## config.mk

```make
export PLATFORM = sky130hd
export DESIGN_NAME = simd_lane_wb
export DESIGN_NICKNAME = d
export VERILOG_FILES = /design/src/rtl/simd_wb_pkg.sv /design/src/rtl/lane_fetch.sv /design/src/rtl/lane_op.sv /design/src/rtl/lane_write.sv /design/src/rtl/simd_lane_wb.sv
export SDC_FILE = /design/constraint.sdc
export NUM_CORES = 2
export LEC_CHECK = 0
export ABC_AREA = 1
export ABC_CLOCK_PERIOD_IN_PS = 2500
export BUFFER_PORTS_ARGS = -buffer_cell sky130_fd_sc_hd__buf_2
export CAP_MARGIN = 25
export CORE_AREA = 3 3 613 615
export CTS_CLUSTER_DIAMETER = 150
export DETAILED_ROUTE_END_ITERATION = 7
export DIE_AREA = 0 0 616 618
export GPL_TIMING_DRIVEN = 0
export PLACE_DENSITY = 0.32
export SLEW_MARGIN = 10
export SYNTH_ARGS = -nofsm -noshare
export SYNTH_HDL_FRONTEND = slang
export SYNTH_SLANG_ARGS = --single-unit
```

## constraint.sdc

```tcl
create_clock -name clk -period 2.5 [get_ports clk]
set_input_delay 0.25 -clock clk [delete_from_list [all_inputs] [get_ports clk]]
set_output_delay 0.25 -clock clk [all_outputs]
set_load 0.03 [all_outputs]
```

## src/rtl/simd_wb_pkg.sv

```systemverilog
package simd_wb_pkg;

    localparam int LANE_BITS   = 64;
    localparam int LANES_MAX   = 8;
    localparam logic [3:0] SPEC_OK = 4'b1111;

    typedef enum logic [1:0] {
        VL_W128 = 2'd0,
        VL_W256 = 2'd1,
        VL_W512 = 2'd2,
        VL_BAD  = 2'd3
    } vlen_e;

    typedef struct packed {
        logic       mask_en;
        logic       zero_en;
        logic       bcast_en;
        logic       from_mem;
        vlen_e      vlen;
        logic [3:0] spec;
    } wb_ctrl_t;

    // Number of lanes that a width code enables; zero for the unused code.
    function automatic logic [3:0] lanes_of(input vlen_e v);
        case (v)
            VL_W128: return 4'd2;
            VL_W256: return 4'd4;
            VL_W512: return 4'd8;
            default: return 4'd0;
        endcase
    endfunction

    // Double-precision NaN test: exponent all ones, fraction nonzero.
    function automatic logic fp64_is_nan(input logic [63:0] x);
        return (&x[62:52]) && (|x[51:0]);
    endfunction

    function automatic logic request_faults(input wb_ctrl_t c);
        return (c.spec != SPEC_OK) || (c.vlen == VL_BAD);
    endfunction

endpackage

```

## src/rtl/lane_fetch.sv

```systemverilog
module lane_fetch #(
    parameter int LANE_W = 64
) (
    input  logic [LANE_W-1:0] elem0,
    input  logic [LANE_W-1:0] own,
    input  logic              take_elem0,
    output logic [LANE_W-1:0] opnd
);
    always_comb begin
        opnd = take_elem0 ? elem0 : own;
    end
endmodule

```

## src/rtl/lane_op.sv

```systemverilog
module lane_op #(
    parameter int LANE_W  = 64,
    parameter int OP_KIND = 1
) (
    input  logic [LANE_W-1:0] a,
    output logic [LANE_W-1:0] y,
    output logic              exc
);
    import simd_wb_pkg::*;

    logic nan_in;
    assign nan_in = fp64_is_nan(a[63:0]);
    assign exc    = nan_in;

    generate
        if (OP_KIND == 0) begin : g_pass
            always_comb begin
                y = a;
                if (nan_in) y[51] = 1'b1;
            end
        end else begin : g_negate
            always_comb begin
                y = a;
                if (nan_in) y[51] = 1'b1;
                else        y[LANE_W-1] = ~a[LANE_W-1];
            end
        end
    endgenerate
endmodule

```

## src/rtl/lane_write.sv

```systemverilog
module lane_write #(
    parameter int LANE_W = 64
) (
    input  logic [LANE_W-1:0] res,
    input  logic [LANE_W-1:0] prev,
    input  logic              active,
    input  logic              chosen,
    input  logic              zeroing,
    output logic [LANE_W-1:0] wr
);
    always_comb begin
        if (!active)      wr = '0;
        else if (chosen)  wr = res;
        else if (zeroing) wr = '0;
        else              wr = prev;
    end
endmodule

```

## src/rtl/simd_lane_wb.sv

```systemverilog
module simd_lane_wb #(
    parameter int LANE_W    = simd_wb_pkg::LANE_BITS,
    parameter int MAX_LANES = simd_wb_pkg::LANES_MAX,
    parameter int OP_KIND   = 1
) (
    input  logic                          clk,
    input  logic                          rst,
    input  logic                          in_valid,
    input  logic [LANE_W*MAX_LANES-1:0]   src_vec,
    input  logic [LANE_W*MAX_LANES-1:0]   old_dst,
    input  logic [MAX_LANES-1:0]          wmask,
    input  logic                          mask_en,
    input  logic                          zero_en,
    input  logic                          bcast_en,
    input  logic                          src_is_mem,
    input  logic [1:0]                    vlen_sel,
    input  logic [3:0]                    reg_spec,
    output logic                          out_valid,
    output logic [LANE_W*MAX_LANES-1:0]   dst_out,
    output logic                          fault_out,
    output logic                          exc_out
);
    import simd_wb_pkg::*;

    localparam int VEC_W = LANE_W * MAX_LANES;

    wb_ctrl_t             ctl;
    logic                 fault_c;
    logic [3:0]           nlanes;
    logic                 take0;
    logic [VEC_W-1:0]     dst_c;
    logic [MAX_LANES-1:0] exc_vec;

    always_comb begin
        ctl.mask_en  = mask_en;
        ctl.zero_en  = zero_en;
        ctl.bcast_en = bcast_en;
        ctl.from_mem = src_is_mem;
        ctl.vlen     = vlen_e'(vlen_sel);
        ctl.spec     = reg_spec;
    end

    assign fault_c = request_faults(ctl);
    assign nlanes  = lanes_of(ctl.vlen);
    assign take0   = ctl.bcast_en && ctl.from_mem;

    generate
        for (genvar j = 0; j < MAX_LANES; j++) begin : g_lane
            localparam int unsigned IDX = j;
            logic [LANE_W-1:0] opnd;
            logic [LANE_W-1:0] res;
            logic [LANE_W-1:0] wr;
            logic              lane_exc;
            logic              active;
            logic              chosen;

            assign active = (nlanes > 4'(IDX));
            assign chosen = active && (!ctl.mask_en || wmask[j]);

            lane_fetch #(.LANE_W(LANE_W)) fetch_i (
                .elem0      (src_vec[LANE_W-1:0]),
                .own        (src_vec[j*LANE_W +: LANE_W]),
                .take_elem0 (take0),
                .opnd       (opnd)
            );

            lane_op #(.LANE_W(LANE_W), .OP_KIND(OP_KIND)) op_i (
                .a   (opnd),
                .y   (res),
                .exc (lane_exc)
            );

            lane_write #(.LANE_W(LANE_W)) write_i (
                .res     (res),
                .prev    (old_dst[j*LANE_W +: LANE_W]),
                .active  (active),
                .chosen  (chosen),
                .zeroing (ctl.zero_en),
                .wr      (wr)
            );

            assign dst_c[j*LANE_W +: LANE_W] = wr;
            assign exc_vec[j] = chosen && lane_exc;
        end
    endgenerate

    always_ff @(posedge clk) begin
        if (rst) begin
            out_valid <= 1'b0;
            dst_out   <= '0;
            fault_out <= 1'b0;
            exc_out   <= 1'b0;
        end else begin
            out_valid <= in_valid;
            if (in_valid) begin
                dst_out   <= fault_c ? old_dst : dst_c;
                fault_out <= fault_c;
                exc_out   <= !fault_c && (|exc_vec);
            end
        end
    end
endmodule

```

* Word level (Yosys, flattened, before mapping) *
Index checks and enable logic that the tools add are counted.

word-level totals
  bits in registers = 515
  bits of input ports = 1045
  ROM bits = 0
  memories = 0
  memory bits (writable) = 0
  output and inout port bits = 515
  word-level logic and storage cells = 128
  bits in latches = 0

operators by class
  divide/modulo/power cells = 0
  muxes and demuxes = 49
  magnitude comparators = 8
  eq/ne operators = 4
  bitwise operators = 8
  reductions and logical operators = 55
  multiply operators = 0
  $add $sub $neg = 0
  shift-type cells = 0

operators with widths
  operator                                                       number
  two-way mux 64 bit                                             31
  two-way mux 512 bit                                            1
  OR reduction 52 bit                                            8
  AND reduction 11 bit                                           8
  logical AND 1 bit                                              26
  greater-than comparator 4 x 3 -> 1 bit, second input constant  4
  two-way mux 1 bit                                              16
  one-hot mux 4 bit (3 select lines)                             1
  logical OR 1 bit                                               9
  greater-than comparator 4 x 1 -> 1 bit, second input constant  2
  greater-than comparator 4 x 2 -> 1 bit, second input constant  2
  NOT 1 bit                                                      8
  OR reduction 8 bit                                             1
  equality test 2 bit, second input constant                     2
  != test 4 bit, second input constant                           1
  equality test 2 x 1 -> 1 bit, second input constant            1
  logical NOT 1 bit                                              2
  logical NOT 2 bit                                              1

* Logic depth before layout (Yosys ltp) *
  word-level depth = 8
  depth in mapped cells = 18
  gate-level depth less buffers = 15

* Cells and area by module *
Synthesis repeated with hierarchy kept, for this count alone.

second synthesis, totals
  cell total of the unflattened synthesis = 8277
  area total of the unflattened synthesis = 45383.5 µm²

by module, submodules not included
  module        sequential area each (µm²)  times used  area an instance (µm²)  cells each
  simd_lane_wb  10309.9                     1           24743.7                 3933
  lane_write    0.0                         8           1007.2                  213
  lane_fetch    0.0                         8           844.6                   206
  lane_op       0.0                         8           728.2                   124

* Least setup slack after synthesis *
OpenSTA, ideal clock, no wires.

  path type = input to register
  start point = input port vlen_sel[0]
  end point = register dst_out[216]
  cell stages on the path = 8
  arrival time = 1808 ps
  required time = 2383 ps
  path buffers = 1
  setup time = 117 ps
  setup slack = 575 ps
  cells stage by stage = inv_1 > ha_1 > nor2_1 > inv_1 > nand2_1 > clkbuf_1 > o22ai_1 > a32o_1

on the way
  word-level cells in the longest chain between the ends = 7
  elaborated cells on any way between the ends = 11
  those cells by class = order compare (1); eq/ne (3); mux (4); reduce/logical (3)

RTL lines
  item                                               RTL line            source
  start: declaration                                 simd_lane_wb.sv:16  input logic [1:0] vlen_sel,
  equality test 2 bit, or another cell as far along  simd_wb_pkg.sv:25   case (v)
  one-hot mux 4 bit (3 select lines)                 simd_wb_pkg.sv:25
  greater-than comparator 4 x 2 -> 1 bit             simd_lane_wb.sv:57  assign active = (nlanes > 4'(IDX));
  logical AND 1 bit                                  simd_lane_wb.sv:58  assign chosen = active && (!ctl.mask_en || wmask[j]);
  two-way mux 64 bit                                 lane_write.sv:13    else if (chosen) wr = res;
  two-way mux 64 bit                                 lane_write.sv:12    if (!active) wr = '0;
  two-way mux 512 bit (*)                            simd_lane_wb.sv:96  dst_out <= fault_c ? old_dst : dst_c;
  end signal: assignment                             simd_lane_wb.sv:96
  end: declaration                                   simd_lane_wb.sv:19  output logic [LANE_W*MAX_LANES-1:0] dst_out,

Mark *: on every way between the ends. The rest lies on a longest branch, timed or not.
A chain may end at the register's enable or synchronous reset.

* Final worst setup path *
  start point = input port vlen_sel[0]
  end point = register dst_out[53]

on the way
  word-level cells in the longest chain between the ends = 7
  elaborated cells on any way between the ends = 11
  those cells by class = order compare (1); eq/ne (3); mux (4); reduce/logical (3)

RTL lines
  item                                               RTL line
  equality test 2 bit, or another cell as far along  simd_wb_pkg.sv:25
  one-hot mux 4 bit (3 select lines)                 simd_wb_pkg.sv:25
  greater-than comparator 4 x 1 -> 1 bit             simd_lane_wb.sv:57
  logical AND 1 bit                                  simd_lane_wb.sv:58
  two-way mux 64 bit                                 lane_write.sv:13
  two-way mux 64 bit                                 lane_write.sv:12
  two-way mux 512 bit (*)                            simd_lane_wb.sv:96

Marks and branches as above.

==> impl_results.md <==
- Std-Cell Core Area: about 370000 µm²
- Ys Warns: 0
- Average wire per standard cell: 37.6 µm
- Largest fanout on the critical path: 10
- Comb power frac: 32.6%
- Number of enable flip-flop cells after synthesis: 0
- Result of the run: finished, violations left
- NetSw: about 13 mW
- Maximum root-to-sink buffer count: 4
- Internal Dissipation: 19.9 mW
- First-pass GRT wire length: 614000 µm
- Overall global routing resource usage: 25.2%
- Area enclosed by the die boundary: 381000 µm²
- Cell Pwr Density: 537 nW/µm²
- Final routed wirelength across all metal layers: 502000 µm
- Category of the worst setup path capture point: flip-flop
- Count of buffers from port buffering: 1555
- Rel. slew slack: 20.8%
- Flop pwr share: 27.1%
- DR pass1 iterations: 6
- Number of global-route vias before repair: about 53000
- RSZ-0062 raised after global routing: true
- Type of element launching the critical path: input pin
- Layout Skew: 0 ns
- List of cells traversed by the critical path: buf_2, ha_1, nor4_4, inv_2, clkbuf_1, buf_6, clkbuf_1, nand3_1, nand2_1, nand2_1, o21ai_0
- DP Wirelength: roughly 430000 µm
- Worst hold path type: input pin to flip-flop
- Achievable frequency: between 300 and 400 MHz
- Number of endpoints with negative hold slack in the final report: 0
- GRT overflow: 0
- Final number of setup-violating endpoints: 1
- Count of vias placed by the detailed router: 54900
- Final #Nets: roughly 9200
- Number of maximum-capacitance constraint violations: 0
- Switching share of total power: between 40% and 50%
- Data required time at the worst endpoint: 3.04 ns
- Minimum period implied by the final worst setup slack: 2.56 ns
- Fin crit share: 102%
- Met2 track utilization from global routing: 43.1%
- Mapped Area: 33700 µm²
- Syn nets: approximately 6600
- Count of buffering cells on the critical path with inverters included: 5
- Hold Slack: 0.0423 ns
- Width of the die: 616 µm
- H-tree depth reported by CTS: 3
- Slew at the pin with the worst max-slew slack: 1.19 ns
- Final number of max-transition violations: 0
- Die height: 618 µm
- Flip-flop and latch count after synthesis: around 520
- GPL Wtd Cong: 0.954
- Clock Root Buffer: sky130_fd_sc_hd__clkbuf_16
- Setup WS post-layout: -0.0570 ns
- Clock slew seen by the registers of the worst setup and hold paths: approximately 0.06 ns
- Clock tree from TritonCTS: yes
- Via density per instance: 4.12
- Fin util: 16.7%
- I/O pin cnt: 1560
- Share of power burned in the clock network: 40.3%
- Number of buffers created by CTS: 86
- Met3 Use GR: 7.75%
- Met1 usage: 29.1%
- Number of routed nets with antenna violations: 0
- Critical path type: input pin to flip-flop
- Post-synthesis sequential area ratio: a little under a third
- Synth Instances: roughly 5600
- Worst VDD drop: 0.475 mV
- Async set-reset flop share out of synthesis: 0%
- Gr busiest metal: met2
- Library cells used by synthesis: 37
- Placement Rows: 224
- Static Leakage: 29.2 nW
- Worst path top cell family by delay: buffers and inverters
- Number of DRC violations after detailed routing: 0
- Leading register cell type out of synthesis: sky130_fd_sc_hd__dfxtp_1
- Slowest Stage Delay on Critical Path: 0.46 ns
- Sinks on Clock Net: 515
- Mean area per synthesized cell: 6.07 µm²
- Starting density of the core: 9.09%
- DRC violation total after the first TritonRoute iteration: around 5700
- Signal arrival time at the worst endpoint: about 3 ns
- Insertion delay to the later sink of the worst-skew pair: between 0.7 and 0.8 ns
- Area growth from synthesis to final layout: 83.5%
- Critical-path top delay cell: sky130_fd_sc_hd__nor4_4
- Antenna violations before repair: 349
- Maximum number of pins on one net before global-route repair: 14
- Violated checks: setup timing
- Layout cell share with drive strength beyond 1: 25.4%
==> final cells by class <==
cell class	instances	area [µm²]
inverter	522	1970
clock inverter	29	465
tap	4972	6220
timing repair buffer	2470	17700
multi-input combinational	4102	20400
sequential	515	10300
clock buffer	122	2430
fill	43400	309000
antenna	189	473
buffer	417	1920
==> cells in the final DEF, fill, tap and decap left out, types with 13 or more instances in the layout <==
| master | instances |
|---|---|
| sky130_fd_sc_hd__nand2_1 | 1974 |
| sky130_fd_sc_hd__buf_2 | 1610 |
| sky130_fd_sc_hd__o21ai_0 | 889 |
| sky130_fd_sc_hd__dlygate4sd3_1 | 808 |
| sky130_fd_sc_hd__dfxtp_1 | 515 |
| sky130_fd_sc_hd__inv_1 | 507 |
| sky130_fd_sc_hd__nor2_1 | 281 |
| sky130_fd_sc_hd__clkbuf_1 | 254 |
| sky130_fd_sc_hd__a22o_1 | 250 |
| sky130_fd_sc_hd__diode_2 | 189 |
| sky130_fd_sc_hd__nand3_1 | 169 |
| sky130_fd_sc_hd__a32o_1 | 126 |
| sky130_fd_sc_hd__clkbuf_16 | 87 |
| sky130_fd_sc_hd__a22oi_1 | 62 |
| sky130_fd_sc_hd__a21oi_1 | 61 |
| sky130_fd_sc_hd__buf_12 | 56 |
| sky130_fd_sc_hd__buf_4 | 52 |
| sky130_fd_sc_hd__o22ai_1 | 48 |
| sky130_fd_sc_hd__clkbuf_2 | 44 |
| sky130_fd_sc_hd__buf_1 | 36 |
| sky130_fd_sc_hd__o21ai_1 | 36 |
| sky130_fd_sc_hd__nand3_2 | 34 |
| sky130_fd_sc_hd__o31ai_1 | 27 |
| sky130_fd_sc_hd__nand4_1 | 23 |
| sky130_fd_sc_hd__nand2_4 | 21 |
| sky130_fd_sc_hd__nand3_4 | 19 |
| sky130_fd_sc_hd__buf_6 | 14 |
| sky130_fd_sc_hd__buf_8 | 14 |
| sky130_fd_sc_hd__nor2_2 | 13 |
==> tightest hold or removal path: stages <==
cell                      delay (ns)
sky130_fd_sc_hd__buf_2          0.10
sky130_fd_sc_hd__nand2_4        0.09
sky130_fd_sc_hd__nand4_1        0.20
sky130_fd_sc_hd__a31o_2         0.17
==> power groups by stage <==
stage | clock, mW | combinational (mW) | sequential [mW]
6_report | 13.4 | 10.8 | 9.02
5_1_grt | 13.9 | 11.3 | 9.06
3_5_place_dp | 0 | 9.43 | 9.19
3_3_place_gp | 0 | 9.17 | 9.19
2_1_floorplan | 0 | 2.91 | 10.0
4_1_cts | 13.8 | 10.8 | 9.01
==> cell usage after synthesis, types with 3 or more instances <==
cell type | n | area, µm²
sky130_fd_sc_hd__dfxtp_1 | 515 | 10300
sky130_fd_sc_hd__buf_1 | 37 | 139
sky130_fd_sc_hd__nand2_4 | 8 | 90.1
sky130_fd_sc_hd__nor3_1 | 8 | 40.0
sky130_fd_sc_hd__a31o_2 | 10 | 87.6
sky130_fd_sc_hd__a22o_1 | 250 | 2190
sky130_fd_sc_hd__nor4_1 | 9 | 56.3
sky130_fd_sc_hd__a22oi_1 | 62 | 465
sky130_fd_sc_hd__nor2_2 | 3 | 18.8
sky130_fd_sc_hd__nor2_1 | 299 | 1120
sky130_fd_sc_hd__inv_1 | 511 | 1920
sky130_fd_sc_hd__nand3_1 | 222 | 1110
sky130_fd_sc_hd__o21ai_0 | 892 | 4460
sky130_fd_sc_hd__o21ai_1 | 36 | 180
sky130_fd_sc_hd__a21o_1 | 4 | 30.0
sky130_fd_sc_hd__buf_2 | 88 | 440
sky130_fd_sc_hd__nand4_1 | 23 | 144
sky130_fd_sc_hd__nand2_1 | 1998 | 7500
sky130_fd_sc_hd__buf_4 | 3 | 22.5
sky130_fd_sc_hd__clkbuf_1 | 283 | 1060
sky130_fd_sc_hd__a32o_1 | 126 | 1260
sky130_fd_sc_hd__a21oi_1 | 61 | 305
sky130_fd_sc_hd__inv_2 | 10 | 37.5
sky130_fd_sc_hd__nand3b_1 | 3 | 22.5
sky130_fd_sc_hd__o31ai_1 | 28 | 210
sky130_fd_sc_hd__o22ai_1 | 48 | 300
sky130_fd_sc_hd__ha_1 | 3 | 37.5
sky130_fd_sc_hd__buf_6 | 6 | 67.6
==> state kept, by name, indices dropped and copies added (netlist names) <==
name       cells
dst_out      512
fault_out      1
out_valid      1
exc_out        1
==> final timing paths <==
path | start | endpoint | slack [ns] | cells after the start
hold / removal | src_vec[371] | dst_out[371] | 0.04 | 4
hold reg to reg | exc_out | exc_out | 0.54 | 2
setup / recovery | vlen_sel[0] | dst_out[53] | -0.06 | 11
setup reg to reg | dst_out[53] | dst_out[53] | 1.09 | 4
==> cell families (layout without fill, tap and decap cells) <==
family                   Yosys count  after routing  share of synthesized area [%]
buffers and inverters            940           3560                           11.0
other                              0            189                              0
AO/OA/AOI/OAI                   1519           1519                           28.2
XOR/XNOR                           2              2                         0.0519
adder cells (fa/ha/maj)            3              3                          0.111
AND/OR/NAND/NOR                 2578           2578                           30.1
flip-flops                       515            515                           30.6
==> metrics by stage <==
| stage | instance area, µm² | TNS [ns] | total power [mW] | setup WS (ns) | std cells |
|---|---|---|---|---|---|
| after floorplan | 33700 | 0 | 13.0 | 0.575 | 5557 |
| after global placement | 47700 | -1549.24 | 18.4 | -4.17 | 12100 |
| after detailed placement | 49700 | -528.73 | 18.6 | -2.01 | 12200 |
| after CTS | 61200 | 0 | 33.6 | 0.00308 | 13100 |
| after global routing | 61600 | -0.0244 | 34.3 | -0.0203 | 13200 |
| final | 61900 | -0.0570 | 33.3 | -0.0570 | 13300 |
==> metal layers <==
metal | vias to the layer above | wire length, µm
met5 | - | 975
met4 | 126 | 23700
met3 | 833 | 44100
met2 | 3142 | 240000
met1 | 27000 | 193000
li1 | 23800 | -
==> repair_timing <==
action                                  CTS  global route
cloned                                    0             0
pin swaps                                 6             5
setup buffers                            14             9
endpoints found under the setup margin  386            85
resized for setup                       106            63
hold buffers                            807             1
endpoints found under the hold margin   512             1
No activity file was read; power rests on OpenSTA's default activity.
